### src/rtl/ow_pkg.sv
package ow_pkg;
  typedef enum logic [1:0] {
    SK_RESET  = 2'd0,
    SK_WRITE1 = 2'd1,
    SK_WRITE0 = 2'd2
  } slot_kind_e;

  // Converts a duration in nanoseconds to a number of clock cycles.
  function automatic longint ns_to_cyc(longint hz, longint ns);
    return (hz * ns) / 64'd1_000_000_000;
  endfunction
endpackage

### src/rtl/ow_timing.sv
module ow_timing
  import ow_pkg::*;
#(
  parameter int CLK_HZ = 50_000_000,
  parameter int CW     = 16
) (
  input  slot_kind_e    kind,
  input  logic          od,
  output logic [CW-1:0] t_low,
  output logic [CW-1:0] t_samp,
  output logic [CW-1:0] t_end
);
  localparam int RST_LOW_S = int'(ns_to_cyc(CLK_HZ, 480_000));
  localparam int RST_LOW_O = int'(ns_to_cyc(CLK_HZ, 48_000));
  localparam int RST_PD_S  = int'(ns_to_cyc(CLK_HZ, 70_000));
  localparam int RST_PD_O  = int'(ns_to_cyc(CLK_HZ, 8_000));
  localparam int RST_END_S = int'(ns_to_cyc(CLK_HZ, 960_000));
  localparam int RST_END_O = int'(ns_to_cyc(CLK_HZ, 96_000));
  localparam int W1_LOW_S  = int'(ns_to_cyc(CLK_HZ, 6_000));
  localparam int W1_LOW_O  = int'(ns_to_cyc(CLK_HZ, 1_000));
  localparam int W0_LOW_S  = int'(ns_to_cyc(CLK_HZ, 60_000));
  localparam int W0_LOW_O  = int'(ns_to_cyc(CLK_HZ, 7_500));
  localparam int BIT_SMP_S = int'(ns_to_cyc(CLK_HZ, 15_000));
  localparam int BIT_SMP_O = int'(ns_to_cyc(CLK_HZ, 2_000));
  localparam int BIT_END_S = int'(ns_to_cyc(CLK_HZ, 70_000));
  localparam int BIT_END_O = int'(ns_to_cyc(CLK_HZ, 10_000));

  always_comb begin
    case (kind)
      SK_RESET: begin
        t_low  = od ? CW'(RST_LOW_O) : CW'(RST_LOW_S);
        t_samp = od ? CW'(RST_LOW_O + RST_PD_O) : CW'(RST_LOW_S + RST_PD_S);
        t_end  = od ? CW'(RST_END_O) : CW'(RST_END_S);
      end
      SK_WRITE0: begin
        t_low  = od ? CW'(W0_LOW_O) : CW'(W0_LOW_S);
        t_samp = od ? CW'(BIT_SMP_O) : CW'(BIT_SMP_S);
        t_end  = od ? CW'(BIT_END_O) : CW'(BIT_END_S);
      end
      default: begin
        t_low  = od ? CW'(W1_LOW_O) : CW'(W1_LOW_S);
        t_samp = od ? CW'(BIT_SMP_O) : CW'(BIT_SMP_S);
        t_end  = od ? CW'(BIT_END_O) : CW'(BIT_END_S);
      end
    endcase
  end
endmodule

### src/rtl/ow_slot_fsm.sv
module ow_slot_fsm
  import ow_pkg::*;
#(
  parameter int CW = 16
) (
  input  logic          clk,
  input  logic          rst_n,
  input  logic          start,
  input  slot_kind_e    kind_in,
  input  logic          od_in,
  input  logic          bus_in,
  input  logic [CW-1:0] t_low,
  input  logic [CW-1:0] t_samp,
  input  logic [CW-1:0] t_end,
  output logic          busy,
  output logic          last,
  output logic          drive_low,
  output slot_kind_e    kind_q,
  output logic          od_q,
  output logic          smp_q
);
  logic [CW-1:0] cnt;

  assign last      = busy && (cnt == t_end - 1'b1);
  assign drive_low = busy && (cnt < t_low);

  always_ff @(posedge clk or negedge rst_n) begin
    if (!rst_n) begin
      busy   <= 1'b0;
      cnt    <= '0;
      kind_q <= SK_WRITE1;
      od_q   <= 1'b0;
      smp_q  <= 1'b1;
    end else if (!busy) begin
      if (start) begin
        busy   <= 1'b1;
        cnt    <= '0;
        kind_q <= kind_in;
        od_q   <= od_in;
      end
    end else begin
      if (cnt == t_samp) smp_q <= bus_in;
      if (last) busy <= 1'b0;
      else      cnt  <= cnt + 1'b1;
    end
  end


  hold_ctrl_chk: assert property (@(posedge clk) disable iff (!rst_n)
    (busy && $past(busy)) |-> ($stable(od_q) && $stable(kind_q)));


  release_first_chk: assert property (@(posedge clk) disable iff (!rst_n)
    $fell(busy) |-> !$past(drive_low));
endmodule

### src/rtl/ow_status_port.sv
module ow_status_port
  import ow_pkg::*;
(
  input  logic       clk,
  input  logic       rst_n,
  input  logic       en_in,
  input  logic       busy,
  input  logic       last,
  input  slot_kind_e kind_q,
  input  logic       smp_q,
  input  logic       stat_in1,
  input  logic       stat_in2,
  output logic       stat_out1,
  output logic       stat_out2
);
  logic res1, res2;

  always_ff @(posedge clk or negedge rst_n) begin
    if (!rst_n) begin
      res1 <= 1'b1;
      res2 <= 1'b1;
    end else if (last) begin
      if (kind_q == SK_RESET) begin
        res1 <= 1'b1;
        res2 <= !smp_q;
      end else begin
        res1 <= smp_q;
        res2 <= 1'b1;
      end
    end
  end

  always_comb begin
    if (!en_in) begin
      stat_out1 = stat_in1;
      stat_out2 = stat_in2;
    end else if (busy) begin
      stat_out1 = 1'b0;
      stat_out2 = 1'b0;
    end else begin
      stat_out1 = res1;
      stat_out2 = res2;
    end
  end


  done_nonzero_chk: assert property (@(posedge clk) disable iff (!rst_n)
    (en_in && !busy) |-> (stat_out1 || stat_out2));
endmodule

### src/rtl/owire_slot_engine.sv
module owire_slot_engine
  import ow_pkg::*;
#(
  parameter int CLK_HZ = 50_000_000
) (
  input  logic clk,
  input  logic rst_n,
  input  logic en_in,
  input  logic host_go,
  input  logic host_rst,
  input  logic host_dc,
  input  logic od_sel,
  input  logic stat_in1,
  input  logic stat_in2,
  output logic stat_out1,
  output logic stat_out2,
  output logic en_out,
  input  logic bus_in,
  output logic bus_pull_low
);
  localparam longint MAX_CYC = ns_to_cyc(CLK_HZ, 960_000);
  localparam int     CW      = $clog2(MAX_CYC + 1) + 1;

  slot_kind_e    kind_in, kind_q;
  logic          od_q, busy, last, smp_q, start;
  logic [CW-1:0] t_low, t_samp, t_end;

  assign start   = host_go && en_in;
  assign kind_in = host_rst ? SK_RESET : (host_dc ? SK_WRITE1 : SK_WRITE0);
  assign en_out  = en_in;

  ow_timing #(.CLK_HZ(CLK_HZ), .CW(CW)) u_timing (
    .kind(kind_q), .od(od_q), .t_low(t_low), .t_samp(t_samp), .t_end(t_end)
  );

  ow_slot_fsm #(.CW(CW)) u_fsm (
    .clk(clk), .rst_n(rst_n), .start(start), .kind_in(kind_in), .od_in(od_sel),
    .bus_in(bus_in), .t_low(t_low), .t_samp(t_samp), .t_end(t_end),
    .busy(busy), .last(last), .drive_low(bus_pull_low), .kind_q(kind_q),
    .od_q(od_q), .smp_q(smp_q)
  );

  ow_status_port u_status (
    .clk(clk), .rst_n(rst_n), .en_in(en_in), .busy(busy), .last(last),
    .kind_q(kind_q), .smp_q(smp_q), .stat_in1(stat_in1), .stat_in2(stat_in2),
    .stat_out1(stat_out1), .stat_out2(stat_out2)
  );


  start_gate_chk: assert property (@(posedge clk) disable iff (!rst_n)
    $rose(busy) |-> $past(host_go && en_in));


  idle_release_chk: assert property (@(posedge clk) disable iff (!rst_n)
    !busy |-> !bus_pull_low);


  busy_flag_chk: assert property (@(posedge clk) disable iff (!rst_n)
    (en_in && busy) |-> (!stat_out1 && !stat_out2));
endmodule

### config.mk
export PLATFORM = sky130hd
export DESIGN_NAME = owire_slot_engine
export DESIGN_NICKNAME = d
export VERILOG_FILES = /design/src/rtl/ow_pkg.sv /design/src/rtl/ow_timing.sv /design/src/rtl/ow_slot_fsm.sv /design/src/rtl/ow_status_port.sv /design/src/rtl/owire_slot_engine.sv
export SDC_FILE = /design/constraint.sdc
export NUM_CORES = 1
export LEC_CHECK = 0
export BUFFER_PORTS_ARGS = -buffer_cell sky130_fd_sc_hd__buf_2
export CORE_ASPECT_RATIO = 0.75
export CORE_MARGIN = 4
export CORE_UTILIZATION = 42
export CTS_BUF_LIST = sky130_fd_sc_hd__clkbuf_2 sky130_fd_sc_hd__clkbuf_4 sky130_fd_sc_hd__clkbuf_8
export CTS_CLUSTER_DIAMETER = 100
export DETAILED_ROUTE_END_ITERATION = 6
export REMOVE_ABC_BUFFERS = 1
export SETUP_SLACK_MARGIN = 0.02
export SYNTH_ARGS = -nofsm -noshare
export SYNTH_HDL_FRONTEND = slang
export SYNTH_HIERARCHICAL = 1
export SYNTH_SLANG_ARGS = --single-unit
### constraint.sdc
create_clock -name clk -period 7.6 [get_ports clk]
set_clock_uncertainty 0.05 [all_clocks]
set_input_delay 1.52 -clock clk [delete_from_list [all_inputs] [get_ports clk]]
set_output_delay 1.52 -clock clk [all_outputs]
set_load 0.01 [all_outputs]
==> results.toml <==
[cells_and_area]
fin_nets = 389
final_util_pct = 42.9
diodes = 0
area_delta_synth_final_pct = -1.51
layout-drive-gt1-share_pct = 10.6

[synthesis]
yosys.area.top_type = "dfrtp_1"
syn_avg_cell_area_um2 = 7.82
synth.area.top_cells = "dfrtp_1, xnor2_1, buf_4"
synthCells = 382
synth_cell_type_count = 60
synth_common_cells = "inv_1, buf_4, xnor2_1"
synth_ff_type = "dfrtp_1"
ys_seq_area_share_pct = 20.3
postSynth.asyncResetShare_pct = 100
ys_seq_elements = 24
yosysMostFrequentCell = "inv_1"
syn_area_mm2 = 0.00299
synth_edf_count = 0
yosysTopAreaCellShare_pct = 16.7
ys_warn_count = 6

[die]
start_util_pct = 43.5
pin_count = 14
die_area_mm2 = 0.00854
die_h_um = 81.1
die_x_um = 105
fp.coreArea_mm2 = 0.00686
num_rows = 26

[global_route]
gr-total-overflow = 0
grtUsageMet2_pct = 24.8
grt_use_total_pct = 16.7
met3_usage_pct = 2.54
grt_pass1_wl_mm = 11.4
grt_pass1_vias = 2213
antenna_found_initial = 0
grt_max_degree = 31
grt_use_met1_pct = 25.5
top_usage_layer = "met1"

[power_and_ir_drop]
power.density_mw_per_mm2 = 266
leakagePower_nw = 1.20
ir_drop_uv = 198

[clock_tree]
clock-sinks = 24
cts_hold_buf = 0
cts_setup_buffers = 0
htreeDepth = 1
cts.clk_slew.worst_paths_ps = 90
cts.repair.resized = 0
tritoncts = "yes"
clock_latency_ps = 270
cts_root_buf = "clkbuf_8"
cts_buffer_depth = 2
cts_made_buffers = 3

[critical_path]
crit_fanout = 17
cp-end-kind = "output port"
cp-start-kind = "flip-flop"
crit_type = "flip-flop to output port"
arrival_ps = 2900
required_ps = 6030

[routing]
drtPass1Iterations = 4
via_count = 2441
antenna_left = 0
first_iter_violations = 170
wirelength_mm = 6.87
route.detailed.drc = 0
wire_per_inst_um = 15.0
vias_per_cell = 5.33

[timing]
fin_crit_sh_pct = 58.8
hold_viol = 0
fmax_mhz = 224
slew_violations = 0
fin_setup_tns_ps = 0
setup_viol = 0
period_needed_ps = 4470
worstMarginPinSlew_ps = 877
slew_headroom_pct = 41.4
grt_setup_unrepaired = "false"

[run_status]
status = "finished clean"

[flow_run]
max_cap_viol_count = 0

[placement]
portBuffers = 13
hpwl_mm = 5.07
gp_congestion = 0.860

[worst_hold_path]
hold_path.class = "flip-flop to flip-flop"
-- cell type report --
cell class,instances,area (um2)
inverter,32,120
multi-input combinational,285,1970
clock buffer,4,48.8
fill,716,3920
sequential,24,606
timing repair buffer,15,80.1
tap,98,123
-- power by group --
| part | internal [mW] | switching, mW |
|---|---|---|
| registers | 0.156 | 0.0880 |
| logic | 0.201 | 0.253 |
| clock network | 0.0412 | 0.0440 |
-- placed cells by master, fill, tap and decap left out, drive strengths merged, types with 9 or more instances in the layout --
master / count
xnor2: 29
nand2b: 10
nand3: 14
inv: 32
dfrtp: 20
nor3: 12
ha: 18
o211ai: 9
nor2: 20
nand2: 26
o21ai: 13
a21oi: 12
conb: 15
buf: 15
or4: 10
and3: 9
-- cells by family (layout without fill, tap and decap cells) --
family                   count (synthesis)  count (layout)  share of synthesized area, %
AO/OA/AOI/OAI                           71              71                          17.0
XOR/XNOR                                37              37                          10.8
adder cells (fa/ha/maj)                 18              18                          7.53
buffers and inverters                   86              51                          15.6
flip-flops                              24              24                          20.3
multiplexers                             5               5                          1.76
other                                    2              15                         0.251
AND/OR/NAND/NOR                        139             139                          26.8
-- critical path, cell delays in order (launching register included) --
cell and delay (ps):
dfrtp_1 740, inv_1 330, o21ai_1 200, inv_1 60, ha_1 280, a21o_1 160, a21oi_1 160, o31ai_1 110
a21oi_1 160, o21bai_1 80, a31oi_1 180, buf_2 160
-- final timing paths --
path | start | end | slack (ps) | cells after the start
setup / recovery | u_fsm/od_q | bus_pull_low | 3130 | 11
hold / removal | u_status/res2 | u_status/res2 | 450 | 2
setup reg to reg | u_fsm/kind_q[1] | u_fsm/cnt[16] | 3450 | 10
hold reg to reg | u_status/res2 | u_status/res2 | 450 | 2
max in group asynchronous | rst_n | u_fsm/kind_q[0] | 5950 | 1
min in group asynchronous | rst_n | u_fsm/cnt[5] | 1180 | 1
-- flip-flops by register name, summed over array words and instances (netlist names) --
register       count
u_fsm/busy         1
u_fsm/cnt         17
u_fsm/kind_q       2
u_fsm/od_q         1
u_fsm/smp_q        1
u_status/res1      1
u_status/res2      1
-- through the flow --
| stage | area [um2] | hold WS [ps] | setup WS, ps | cells | power, mW |
|---|---|---|---|---|---|
| 6_report | 2940 | 454 | 3130 | 458 | 0.783 |
| 5_1_grt | 2940 | 521 | 2870 | 458 | 0.864 |
| 4_1_cts | 2940 | 454 | 3090 | 458 | 0.783 |
| 3_5_place_dp | 2900 | 442 | 3420 | 454 | 0.695 |
| 3_3_place_gp | 2900 | 445 | 3480 | 454 | 0.690 |
| 2_1_floorplan | 2690 | 431 | 3940 | 341 | 0.584 |
-- routing by layer --
layer  up-vias  wire, um
li1       1256         -
met1      1141      3700
met2        42      2910
met3         2       251
met4         0        16
met5         -         0
No activity file was read; power rests on OpenSTA's default activity.
